**config.mk**
```make
export PLATFORM = sky130hd
export DESIGN_NAME = cmd_frame_tx
export DESIGN_NICKNAME = d
export VERILOG_FILES = /design/src/rtl/cft_pkg.sv /design/src/rtl/cft_halfper.sv /design/src/rtl/cft_shifter.sv /design/src/rtl/cft_status.sv /design/src/rtl/cmd_frame_tx.sv
export SDC_FILE = /design/constraint.sdc
export NUM_CORES = 1
export LEC_CHECK = 0
export ABC_CLOCK_PERIOD_IN_PS = 2500
export BUFFER_PORTS_ARGS = -buffer_cell sky130_fd_sc_hd__buf_2
export CAP_MARGIN = 10
export CELL_PAD_IN_SITES_DETAIL_PLACEMENT = 1
export CELL_PAD_IN_SITES_GLOBAL_PLACEMENT = 1
export CORE_ASPECT_RATIO = 0.75
export CORE_MARGIN = 3
export CORE_UTILIZATION = 39
export CTS_CLUSTER_DIAMETER = 60
export CTS_CLUSTER_SIZE = 20
export DETAILED_ROUTE_END_ITERATION = 6
export HOLD_SLACK_MARGIN = 0.12
export PLACE_DENSITY_LB_ADDON = 0.1
export SLEW_MARGIN = 20
export SYNTH_ARGS = -nofsm -noshare
export SYNTH_HDL_FRONTEND = slang
export SYNTH_SLANG_ARGS = --single-unit
```
**constraint.sdc**
```tcl
create_clock -name clk -period 2.5 [get_ports clk]
set_input_delay 0.5 -clock clk [delete_from_list [all_inputs] [get_ports clk]]
set_output_delay 0.5 -clock clk [all_outputs]
set_load 0.02 [all_outputs]
```
**src/rtl/cft_pkg.sv**
```systemverilog
package cft_pkg;
  typedef enum logic [1:0] {
    ST_IDLE  = 2'd0,
    ST_SHIFT = 2'd1,
    ST_GAP   = 2'd2
  } cft_state_e;

  localparam int FE_BIT = 10;
endpackage

```
**src/rtl/cft_halfper.sv**
```systemverilog
module cft_halfper #(
  parameter int DIV_W = 8
) (
  input  logic             clk,
  input  logic             rst,
  input  logic             run,
  input  logic [DIV_W-1:0] div,
  output logic             tick
);
  logic [DIV_W-1:0] cnt_q;

  assign tick = run && (cnt_q == div);

  always_ff @(posedge clk) begin
    if (rst || !run)  cnt_q <= '0;
    else if (tick)    cnt_q <= '0;
    else              cnt_q <= cnt_q + 1'b1;
  end
endmodule

```
**src/rtl/cft_shifter.sv**
```systemverilog
module cft_shifter #(
  parameter int BC_W = 2,
  localparam int CMD_W = 8 << BC_W
) (
  input  logic             clk,
  input  logic             rst,
  input  logic             load,
  input  logic [BC_W-1:0]  nbytes_m1,
  input  logic [CMD_W-1:0] word,
  input  logic             shift,
  output logic             out_bit
);
  logic [CMD_W-1:0] sh_q;
  logic [BC_W+2:0]  amt;

  // move the first valid byte to the top of the shifter
  assign amt     = {~nbytes_m1, 3'b000};
  assign out_bit = sh_q[CMD_W-1];

  always_ff @(posedge clk) begin
    if (rst)        sh_q <= '0;
    else if (load)  sh_q <= word << amt;
    else if (shift) sh_q <= {sh_q[CMD_W-2:0], 1'b0};
  end
endmodule

```
**src/rtl/cft_status.sv**
```systemverilog
module cft_status #(
  parameter int STS_W = 16,
  parameter int FE    = 10
) (
  input  logic             clk,
  input  logic             rst,
  input  logic             fe_set,
  input  logic             wr,
  input  logic [STS_W-1:0] wdata,
  input  logic             irq_en,
  output logic [STS_W-1:0] status,
  output logic             irq
);
  logic [STS_W-1:0] st_q, st_next, set_vec, clr_vec;

  always_comb begin
    set_vec     = '0;
    set_vec[FE] = fe_set;
    clr_vec     = wr ? wdata : '0;
    st_next     = (st_q & ~clr_vec) | set_vec;
  end

  always_ff @(posedge clk) begin
    if (rst) begin
      st_q <= '0;
      irq  <= 1'b0;
    end else begin
      st_q <= st_next;
      irq  <= st_next[FE] & irq_en;
    end
  end

  assign status = st_q;
endmodule

```
**src/rtl/cmd_frame_tx.sv**
```systemverilog
module cmd_frame_tx #(
  parameter int BC_W  = 2,
  parameter int DIV_W = 8,
  parameter int DLY_W = 4,
  parameter int STS_W = 16,
  localparam int CMD_W = 8 << BC_W,
  localparam int BL_W  = BC_W + 4
) (
  input  logic             clk,
  input  logic             rst,
  input  logic [CMD_W-1:0] cmd_word,
  input  logic [BC_W-1:0]  byte_cnt,
  input  logic             cmd_mode,
  input  logic             tx_start,
  input  logic [DIV_W-1:0] clk_div,
  input  logic             sclk_idle,
  input  logic [DLY_W-1:0] gap_len,
  input  logic             irq_en,
  input  logic             sts_wr,
  input  logic [STS_W-1:0] sts_wdata,
  output logic             sclk,
  output logic             mosi,
  output logic             tx_busy,
  output logic [STS_W-1:0] status,
  output logic             irq
);
  import cft_pkg::*;

  cft_state_e       state_q;
  logic [BL_W-1:0]  bits_left_q;
  logic [DLY_W-1:0] gcnt_q;
  logic             sclk_q;
  logic             tick, accept, trailing, last_bit, shift, done;

  assign accept   = (state_q == ST_IDLE) && tx_start && cmd_mode;
  assign trailing = (state_q == ST_SHIFT) && tick && (sclk_q != sclk_idle);
  assign last_bit = (bits_left_q == BL_W'(1));
  assign shift    = trailing && !last_bit;
  assign done     = (trailing && last_bit && (gap_len == '0)) ||
                    ((state_q == ST_GAP) && tick && (gcnt_q == gap_len - 1'b1));

  cft_halfper #(.DIV_W(DIV_W)) u_hp (
    .clk (clk),
    .rst (rst),
    .run (state_q != ST_IDLE),
    .div (clk_div),
    .tick(tick)
  );

  cft_shifter #(.BC_W(BC_W)) u_sh (
    .clk      (clk),
    .rst      (rst),
    .load     (accept),
    .nbytes_m1(byte_cnt),
    .word     (cmd_word),
    .shift    (shift),
    .out_bit  (mosi)
  );

  cft_status #(.STS_W(STS_W), .FE(FE_BIT)) u_st (
    .clk   (clk),
    .rst   (rst),
    .fe_set(done),
    .wr    (sts_wr),
    .wdata (sts_wdata),
    .irq_en(irq_en),
    .status(status),
    .irq   (irq)
  );

  always_ff @(posedge clk) begin
    if (rst) begin
      state_q     <= ST_IDLE;
      bits_left_q <= '0;
      gcnt_q      <= '0;
      sclk_q      <= sclk_idle;
    end else begin
      unique case (state_q)
        ST_IDLE: begin
          sclk_q <= sclk_idle;
          if (accept) begin
            state_q     <= ST_SHIFT;
            bits_left_q <= (BL_W'(byte_cnt) + BL_W'(1)) << 3;
          end
        end
        ST_SHIFT: begin
          if (tick) begin
            if (sclk_q == sclk_idle) begin
              sclk_q <= ~sclk_idle;
            end else begin
              sclk_q <= sclk_idle;
              if (last_bit) begin
                if (gap_len == '0) begin
                  state_q <= ST_IDLE;
                end else begin
                  state_q <= ST_GAP;
                  gcnt_q  <= '0;
                end
              end else begin
                bits_left_q <= bits_left_q - 1'b1;
              end
            end
          end
        end
        ST_GAP: begin
          if (tick) begin
            if (done) state_q <= ST_IDLE;
            else      gcnt_q  <= gcnt_q + 1'b1;
          end
        end
        default: state_q <= ST_IDLE;
      endcase
    end
  end

  assign sclk    = sclk_q;
  assign tx_busy = (state_q != ST_IDLE);
endmodule

```
==> metrics.md, run 1 <==
| Metric | Value |
|---|---|
| Run status | finished, final reports clean |
| Worst-Margin Slew | 637 ps |
| Post-synth top cells | dfxtp_1, nand2_1, nor2_1, a211oi_1 |
| Crit path depth | 10 |
| Worst hold path depth | 2 |
| Slowest stage cell, crit path | dfxtp_1 |
| Num rows | 29 |
| Type of the worst setup path | flop to flop |
| Crit path max-delay family | compound AO/OA/AOI/OAI gates |
| Startpoint Class | flop |
| CP max stage delay | 390 ps |
| Crit path buffers/inverters | 3 |
| CTS sink cnt | 70 |
| Worst-path clk slew | 60 ps |
| Min-delay src | sts_wdata[12] |
| Pwr Density | 639 nW/µm² |
| Final Max Slew Viols | 0 |
| Post-Layout Inst Area | 4540 µm² |
| Fin nets | 591 |
| Post-synth net total | 509 |
| Per-cell routed wire length | 16.1 µm |
| Number of port buffers | 88 |
| Synthesized area per cell | 8.36 µm² |
| Vias per inst | 5.42 |
| Initial core utilization | 41.5% |
| Worst Hold End | u_st.status[12]$_SDFF_PP0_ |
| Largest cells by area after synthesis | dfxtp_1, a211oi_1, nand2_1 |
| Max-Cap Viols | 0 |
| RSZ-0062 raised after global routing | no |
| FF-to-FF Start | bits_left_q[1]$_SDFFE_PP0P_ |
| Slew headroom | 57.6% |
| Reg area | 1410 µm² |
| Crit-path cells | inv_1 -> ha_1 -> nor2b_1 -> a211oi_1 -> nand4_1 -> buf_4 -> nand2_1 -> buf_4 -> nor2_1 -> a211oi_1 |
| Crit. Startpoint | bits_left_q[1]$_SDFFE_PP0P_ |
| Die area | 10,500 µm² |
| Share of cells above drive strength 1 | 25.7% |
| Routed Antenna Nets | 0 |
| Initial antenna violation count | 0 |
| Sequential-to-total area share from yosys stat | 38.9% |
| Fin crit share | 86.8% |
| Cts hold-fix bufs | 0 |
| FF+latch count, synth | 70 |
| Met2 WL | 4720 µm |
| R2r setup slk | 330 ps |
| Initial DRC count | 126 |
| DR DRC count | 0 |
| Num CTS Buffers | 9 |
| Htree depth | 3 |
| Filler instances | 1,068 |
| Largest net degree at the start of global routing | 60 |
| Met3 wire len | 463 µm |
| Placer Congestion | 0.794 |
| Post-Layout Cell Count | 645 |
| Yosys warns | 0 |
| First drt pass iteration count | 4 |
| Synth top area share | 38.1% |
| Synth area leader | dfxtp_1 |
| Final setup viols | 0 |
| Grt total ovfl | 0 |
| Placed insts | 627 |
| Max IR drop VDD | 0.358 mV |
| CP Max Fanout | 23 |
| Setup TNS | 0 ps |
| Final hold vios | 0 |
| Clock Skews | 4.86 ps |
| Cell Area, Placed | 4200 µm² |
| Detailed Place HPWL | 7510 µm |
| Number of global-route vias before repair | 3,404 |
| CTS tree | built |
| Routed WL | 10,400 µm |
| First-pass GRT wire length | 16,800 µm |
| Clock Tree Root | clkbuf_16 |
| Inserted Diodes | 0 |
| Leak pwr | 1.85 nW |
| Max Clock Freq | 461 MHz |
| Worst-Skew Late Latency | 330 ps |
| Cell variety after synth | 49 |
| Worst reg2reg path endpoint | u_sh.sh_q[5]$_SDFFE_PP0P_ |
| Post-Synthesis Cells | 434 |
| Min-delay worst type | input pin to flop |
| Total GRT Usage | 20.0% |
| Layout area overhead | 25.0% |
| Arrival time at the worst endpoint | 2410 ps |
| Core Footprint | 8740 µm² |
| Crit end category | flop |
| Multi-input logic area | 1990 µm² |
| Depth of the most critical reg-to-reg path | 10 |
| Crit path required time | 2740 ps |
| M1 WL | 5110 µm |
| Die W | 117 µm |
| Top_reg_cell synth | dfxtp_1 |
| CTS max path bufs | 2 |
| Post-Syn Area | 3630 µm² |
| Asr flop ratio synth | 0% |
| Top layer in use | met4 |
| Final min period | 2170 ps |
| Die Y-Extent | 89.5 µm |
| EDFF count, synth | 1 |
| IO Pins | 89 |
| Vias | 3,495 |
| Most numerous cell in the Yosys netlist | dfxtp_1 |
-- report_power, final --
group | switching, mW | internal [mW]
clock network | 0.491 | 0.876
registers | 0.0290 | 1.16
logic | 0.193 | 0.146
-- final cells by class --
class                      instances  share of cell area [%]
timing repair buffer             103                    12.5
sequential                        70                    31.1
tap                              124                    3.42
clock buffer                       9                    4.97
multi-input combinational        308                    43.9
inverter                          24                    1.99
clock inverter                     7                    2.15
-- state kept, by name (all words and copies together) (netlist names) --
name,flops
u_hp.cnt_q,8
u_st.status,16
bits_left_q,6
u_sh.sh_q,32
sclk,1
gcnt_q,4
u_st.irq,1
state_q,2
-- routing by layer --
| layer | global-route usage [%] | up-vias |
|---|---|---|
| met5 | 0 | - |
| met4 | 5.54 | 0 |
| met3 | 6.07 | 6 |
| met2 | 32.4 | 75 |
| met1 | 26.3 | 1697 |
| li1 | - | 1717 |
-- cell usage in the layout, fill, tap and decap left out, types with 7 or more instances in the layout --
master and instances:
a221oi_1 8, buf_2 88, nand3_1 10, clkbuf_16 9, mux2_2 8, xor2_1 18
a21oi_1 21, mux2i_1 17, buf_4 14, a211oi_1 33, a22oi_1 16, xnor2_1 7
dfxtp_1 69, nand2_1 60, inv_1 23, a311oi_1 15, nor2_1 44
-- worst register-to-register path: stages, from the launching register on --
cell and delay (ps):
dfxtp_1 390, inv_1 80, ha_1 170, nor2b_1 140
a211oi_1 330, nand4_1 140, buf_4 180, nand2_1 100
buf_4 270, nor2_1 70, a211oi_1 220
-- metrics by stage --
stage | setup WS [ps] | power (mW) | util, % | hold slack, ps
after floorplan | 523 | 1.42 | - | 456
after global placement | 286 | 1.54 | 48.0 | 414
after detailed placement | 224 | 1.55 | 48.0 | 416
after CTS | 177 | 2.94 | 51.7 | 324
after global routing | 93.1 | 3.04 | 51.9 | 321
final | 330 | 2.90 | 51.9 | 341
-- how the worst max path moves through the flow --
stage | to | slack (ps)
after floorplan | gcnt_q[3]$_SDFFE_PP0P_ | 520
after global placement | gcnt_q[3]$_SDFFE_PP0P_ | 290
after detailed placement | gcnt_q[2]$_SDFFE_PP0P_ | 220
after CTS | u_sh.sh_q[5]$_SDFFE_PP0P_ | 180
after global routing | u_sh.sh_q[6]$_SDFFE_PP0P_ | 90
final | u_sh.sh_q[5]$_SDFFE_PP0P_ | 330
-- kinds of logic (layout without fill, tap and decap cells) --
kind of cell | after synthesis | count (layout) | share of synthesized area, %
xor gates and xnor gates | 25 | 25 | 6.04
DFF | 70 | 70 | 38.9
and+or+nand+nor | 147 | 147 | 18.4
AOI/OAI and AO/OA | 105 | 105 | 21.1
buffers and inverters | 56 | 143 | 6.35
adders and majority gates | 6 | 6 | 2.07
muxes | 25 | 25 | 7.17
-- timing repair --
| action | 4_1_cts | 5_1_grt |
|---|---|---|
| hold endpoints to repair | 0 | 0 |
| buffers inserted | 0 | 2 |
| gates resized for setup | 0 | 0 |
| endpoints found under the setup margin | 0 | 7 |
Power figures use the tool's default switching activity.
==> inputs of run 2 (changes only) <==
==> constraint.sdc (replaced) <==
create_clock -name clk -period 2.5 [get_ports clk]
set_input_delay 0.375 -clock clk [delete_from_list [all_inputs] [get_ports clk]]
set_output_delay 0.375 -clock clk [all_outputs]
set_load 0.02 [all_outputs]
==> metrics.md, run 2 (same netlist as run 1, synthesis figures left out) <==
| Metric | Value |
|---|---|
| Run status | finished, final reports clean |
| Max Clock Freq | 454 MHz (-1.5%) |
| Cts hold-fix bufs | 0 (unchanged) |
| Total GRT Usage | 20.3% (+0.33 points) |
| Initial DRC count | 144 (+14%) |
| Crit path required time | 2740 ps (about the same) |
| Grt total ovfl | 0 (unchanged) |
| Max FFs per register | 32 (unchanged) |
| Cell Area, Placed | 4210 µm² (+0.30%) |
| Final min period | 2200 ps (+33.6 ps) |
| RSZ-0062 raised after global routing | no |
| Final Max Slew Viols | 0 (unchanged) |
| Per-cell routed wire length | 16.0 µm (-0.45%) |
| CTS sink cnt | 70 (unchanged) |
| Arrival time at the worst endpoint | 2440 ps (+30 ps) |
| Share of cells above drive strength 1 | 25.4% (-0.29 points) |
| Htree depth | 3 (unchanged) |
| Pwr Density | 614 nW/µm² (-3.8%) |
| Vias | 3,452 (-1.2%) |
| Setup TNS | 0 ps (unchanged) |
| Clock Skews | 5.04 ps (+0.178 ps) |
| Clock Tree Root | clkbuf_16 |
| Number of global-route vias before repair | 3,372 (-0.94%) |
| Post-Layout Cell Count | 643 (-0.31%) |
| Num CTS Buffers | 9 (unchanged) |
| Die area | 10,500 µm² (unchanged) |
| Crit end category | flop |
| Routed WL | 10,300 µm (-0.76%) |
| Post-Layout Inst Area | 4510 µm² (-0.66%) |
| Most flop-heavy register | u_sh.sh_q |
| Dpl ws | 308 ps (+84.6 ps) |
| Routed Antenna Nets | 0 (unchanged) |
| Initial core utilization | 41.5% (unchanged) |
| Commonest non-fill, non-tap cells in the layout | buf_2, dfxtp_1, nand2_1 |
| First drt pass iteration count | 4 (unchanged) |
| Max IR drop VDD | 0.329 mV (-8.1%) |
| Worst-Skew Late Latency | 330 ps (about the same) |
| Vias per inst | 5.37 (-0.92%) |
| Fin nets | 589 (-0.34%) |
| CTS max path bufs | 2 (unchanged) |
| Commonest non-fill, non-tap cell in the layout | buf_2 |
| Final setup viols | 0 (unchanged) |
| Final hold vios | 0 (unchanged) |
| Die Y-Extent | 89.5 µm (unchanged) |
| Max-Cap Viols | 0 (unchanged) |
| Worst-Margin Slew | 504 ps (-132 ps) |
| Post-CTS Resized | 0 (unchanged) |
| Fin crit share | 88.1% (+1.3 points) |
| CP Max Fanout | 23 (unchanged) |
| IO Pins | 89 (unchanged) |
| Worst-path clk slew | 60 ps (about the same) |
| Die W | 117 µm (unchanged) |
| Num rows | 29 (unchanged) |
| Min-delay worst type | input pin to flop |
| Slew headroom | 66.3% (+8.8 points) |
| Inserted Diodes | 0 (unchanged) |
| Setup WS post-layout | 297 ps (-33.6 ps) |
| Startpoint Class | flop |
| Leak pwr | 1.84 nW (-0.51%) |
| Post-CTS Setup Inserts | 0 (unchanged) |
| Placer Congestion | 0.815 (+2.6%) |
| First-pass GRT wire length | 17,200 µm (+2.3%) |
| DR DRC count | 0 (unchanged) |
| Initial antenna violation count | 0 (unchanged) |
| Largest net degree at the start of global routing | 49 (-18%) |
| CTS tree | built |
| Number of port buffers | 88 (unchanged) |
| Core Footprint | 8740 µm² (unchanged) |
| Layout area overhead | 24.2% |
| Placed insts | 627 (unchanged) |
| Type of the worst setup path | flop to flop |
| Detailed Place HPWL | 7650 µm (+1.9%) |
-- run 2: cell types whose count changed in the layout (fill, tap and decap cells not counted) --
cell        before  now
buf_4           14   11
bufinv_16        2    0
clkinv_2         1    3
buf_12           1    2
clkbuf_16        9   10
clkbuf_8         0    1
clkinvlp_4       2    1
inv_6            1    0
-- run 2: critical path, cell delays in order, from the launching register on --
cell	delay [ps]
dfxtp_1	390
inv_1	90
ha_1	180
nor2b_1	160
a211oi_1	390
nand4_1	210
nand2_1	130
buf_4	260
nor2_1	70
a211oi_1	230
-- run 2: report_power, final --
group	switching (mW)	leakage, nW	internal, mW
sequential	0.0294	0.572	1.16
clock	0.480	0.146	0.755
combinational	0.193	1.12	0.149
-- run 2: path summary, 6_finish.rpt --
check / startpoint / end / slack, ps / cells after the start
max: bits_left_q[1]$_SDFFE_PP0P_ / u_sh.sh_q[8]$_SDFFE_PP0P_ / 300 / 9
min: sts_wdata[14] / u_st.status[14]$_SDFF_PP0_ / 220 / 2
max reg2reg: bits_left_q[1]$_SDFFE_PP0P_ / u_sh.sh_q[8]$_SDFFE_PP0P_ / 300 / 9
min reg2reg: u_st.status[12]$_SDFF_PP0_ / u_st.status[12]$_SDFF_PP0_ / 420 / 2
-- run 2: final cells by class --
class	instances	area [µm²]
Clock inverter	5	31.3
Multi-Input combinational cell	308	1990
Sequential cell	70	1410
Clock buffer	11	264
Inverter	24	90.1
Tap cell	124	155
Fill cell	1055	4240
Timing Repair Buffer	101	563
-- run 2: routing by layer --
metal | vias up | track usage [%] | share of wire [%]
met1 | 1645 | 28.1 | 50
met5 | - | 0 | 0
met2 | 88 | 31.8 | 44
met4 | 0 | 5.96 | 1.0
li1 | 1708 | - | -
met3 | 11 | 5.06 | 5.6
-- run 2: stage by stage --
stage	power, mW	utilization [%]	hold slack (ps)
floorplan	1.42	-	456
global placement	1.55	48.1	415
detailed placement	1.56	48.1	419
CTS	2.81	51.5	208
global route	2.90	51.5	207
finish	2.77	51.5	223
==> inputs of run 3 (changes only) <==
--- a/config.mk
+++ b/config.mk
@@ -17,7 +17,7 @@
 export CTS_CLUSTER_SIZE = 20
 export DETAILED_ROUTE_END_ITERATION = 6
 export HOLD_SLACK_MARGIN = 0.12
-export PLACE_DENSITY_LB_ADDON = 0.1
+export PLACE_DENSITY = 0.9
 export SLEW_MARGIN = 20
 export SYNTH_ARGS = -nofsm -noshare
 export SYNTH_HDL_FRONTEND = slang
==> metrics.md, run 3 (same netlist as run 1, synthesis figures left out) <==
| Metric | Value |
|---|---|
| Arrival time at the worst endpoint | 2500 ps (+60 ps) |
| Placed insts | 622 (-0.80%) |
| Per-cell routed wire length | 16.8 µm (+5.0%) |
| Die Y-Extent | 89.5 µm (unchanged) |
| Run status | finished, final reports clean |
| Slowest stage cell, crit path | a211oi_1 |
| P_int | 2.20 mW (+6.6%) |
| Crit path required time | 2740 ps (about the same) |
| Number of port buffers | 88 (unchanged) |
| Htree depth | 3 (unchanged) |
| Crit-path cells | inv_1 -> ha_1 -> nor2b_1 -> a211oi_1 -> nand4_1 -> nand2_1 -> buf_4 -> nor2_1 -> a211oi_1 |
| Most flop-heavy register | u_sh.sh_q |
| Detailed Place HPWL | 7740 µm (+1.2%) |
| Fin nets | 584 (-0.85%) |
| Fin crit share | 90.6% (+2.4 points) |
| Logic pwr share | 11.7% (-0.7 points) |
| Max FFs per register | 32 (unchanged) |
| Final setup viols | 0 (unchanged) |
| Worst hold path depth | 2 (unchanged) |
| Inserted Diodes | 0 (unchanged) |
| Worst-Skew Late Latency | 330 ps (about the same) |
| Final min period | 2260 ps (+61.2 ps) |
| First-pass GRT wire length | 17,600 µm (+2.1%) |
| Max-Cap Viols | 0 (unchanged) |
| Worst-Margin Slew | 787 ps (+283 ps) |
| Depth of the most critical reg-to-reg path | 9 (unchanged) |
| Die area | 10,500 µm² (unchanged) |
| Initial antenna violation count | 0 (unchanged) |
| Startpoint Class | flop |
| Vias | 3,492 (+1.2%) |
| Clock Tree Root | clkbuf_16 |
| Min-delay worst type | input pin to flop |
| P_sw | 0.706 mW (+0.55%) |
| First drt pass iteration count | 4 (unchanged) |
| Clock Skews | 4.26 ps (-0.772 ps) |
| Max IR drop VDD | 0.301 mV (-8.5%) |
| CTS sink cnt | 70 (unchanged) |
| Placer Congestion | 0.844 (+3.6%) |
| Reg power frac | 40.9% (-2.1 points) |
| Post-CTS Setup Inserts | 0 (unchanged) |
| DR DRC count | 0 (unchanged) |
| CP Max Fanout | 35 (+52%) |
| Total GRT Usage | 20.7% (+0.43 points) |
| IO Pins | 89 (unchanged) |
| Worst-path clk slew | 60 ps (about the same) |
| Filler instances | 1,071 (+1.5%) |
| CTS max path bufs | 2 (unchanged) |
| Type of the worst setup path | flop to flop |
| RSZ-0062 raised after global routing | no |
| Num rows | 29 (unchanged) |
| Commonest non-fill, non-tap cell in the layout | buf_2 |
| Setup WS post-layout | 236 ps (-61.2 ps) |
| Share of cells above drive strength 1 | 24.7% (-0.73 points) |
| Routed Antenna Nets | 0 (unchanged) |
| Total chip power | 2.91 mW (+5.0%) |
| Setup TNS | 0 ps (unchanged) |
| Initial DRC count | 253 (+76%) |
| Leak pwr | 1.82 nW (-0.83%) |
| Commonest non-fill, non-tap cells in the layout | buf_2, dfxtp_1, nand2_1 |
| CP max stage delay | 380 ps (about the same) |
| Num CTS Buffers | 9 (unchanged) |
| Number of global-route vias before repair | 3,497 (+3.7%) |
| Post-Layout Cell Count | 638 (-0.78%) |
| Max Clock Freq | 442 MHz (-2.7%) |
| Grt total ovfl | 0 (unchanged) |
| Cts hold-fix bufs | 0 (unchanged) |
| Switch share | 24.3% (-1.1 points) |
| Initial core utilization | 41.5% (unchanged) |
| Pwr Density | 648 nW/µm² (+5.6%) |
| Routed WL | 10,700 µm (+4.2%) |
| Vias per inst | 5.47 (+2.0%) |
| Slew headroom | 47.5% (-19 points) |
| Most frequent CP cell | a211oi_1 |
| Core Footprint | 8740 µm² (unchanged) |
| Largest net degree at the start of global routing | 61 (+24%) |
| Final hold vios | 0 (unchanged) |
| Clk network pwr share | 47.3% (+2.7 points) |
| Final Max Slew Viols | 0 (unchanged) |
| Crit end category | flop |
| Die W | 117 µm (unchanged) |
| Layout area overhead | 23.6% |
| Post-CTS Resized | 0 (unchanged) |
| Dpl ws | 280 ps (-28.0 ps) |
| CTS tree | built |
[run 3: changes by cell type in the layout (fill, tap and decap cells not counted), sizes merged]
cell	previous run	this run
buf	101	96
bufinv	0	2
clkinv	5	3
clkbuf	11	10
inv	23	24
[run 3: worst max-delay path, delay by kind of cell (launching register included)]
family	cells	cell delay (ps)
AOI/OAI and AO/OA	2	610
DFF	1	370
and+or+nand+nor	4	590
buffers and inverters	2	420
adders and majority gates	1	170
[run 3: area by class of cell]
cell class / instances / area (µm²) / area share, %
Multi-Input combinational cell: 308 / 1990 / 44.4
Inverter: 24 / 90.1 / 2.01
Clock buffer: 10 / 239 / 5.33
Clock inverter: 6 / 83.8 / 1.87
Timing Repair Buffer: 96 / 513 / 11.4
Tap cell: 124 / 155 / 3.46
Sequential cell: 70 / 1410 / 31.5
[run 3: worst paths after layout]
kind | start | slack, ps | to
worst max-delay path | bits_left_q[1]$_SDFFE_PP0P_ | 240 | u_sh.sh_q[8]$_SDFFE_PP0P_
worst min-delay path | sts_wdata[0] | 220 | u_st.status[0]$_SDFF_PP0_
worst max register to register | bits_left_q[1]$_SDFFE_PP0P_ | 240 | u_sh.sh_q[8]$_SDFFE_PP0P_
worst min register to register | u_st.status[0]$_SDFF_PP0_ | 430 | u_st.status[0]$_SDFF_PP0_
[run 3: power by group through the flow]
stage	clock, mW	sequential [mW]	combinational, mW
finish	1.38	1.19	0.341
global route	1.46	1.20	0.379
floorplan	0	1.21	0.210
global placement	0	1.21	0.321
detailed placement	0	1.21	0.336
CTS	1.41	1.19	0.341
[run 3: routing by layer]
layer | track usage [%] | part of all wire [%]
met3 | 5.31 | 6.2
met2 | 34.9 | 46
met5 | 0 | 0
met1 | 26.9 | 46
met4 | 5.86 | 0.92
[run 3: metrics by stage]
step	hold slack [ps]	utilization [%]	instance area, µm²
after floorplan	456	-	3630
after detailed placement	423	47.6	4160
after global placement	419	47.6	4160
after CTS	206	51.3	4480
final	219	51.3	4480
after global routing	215	51.3	4480
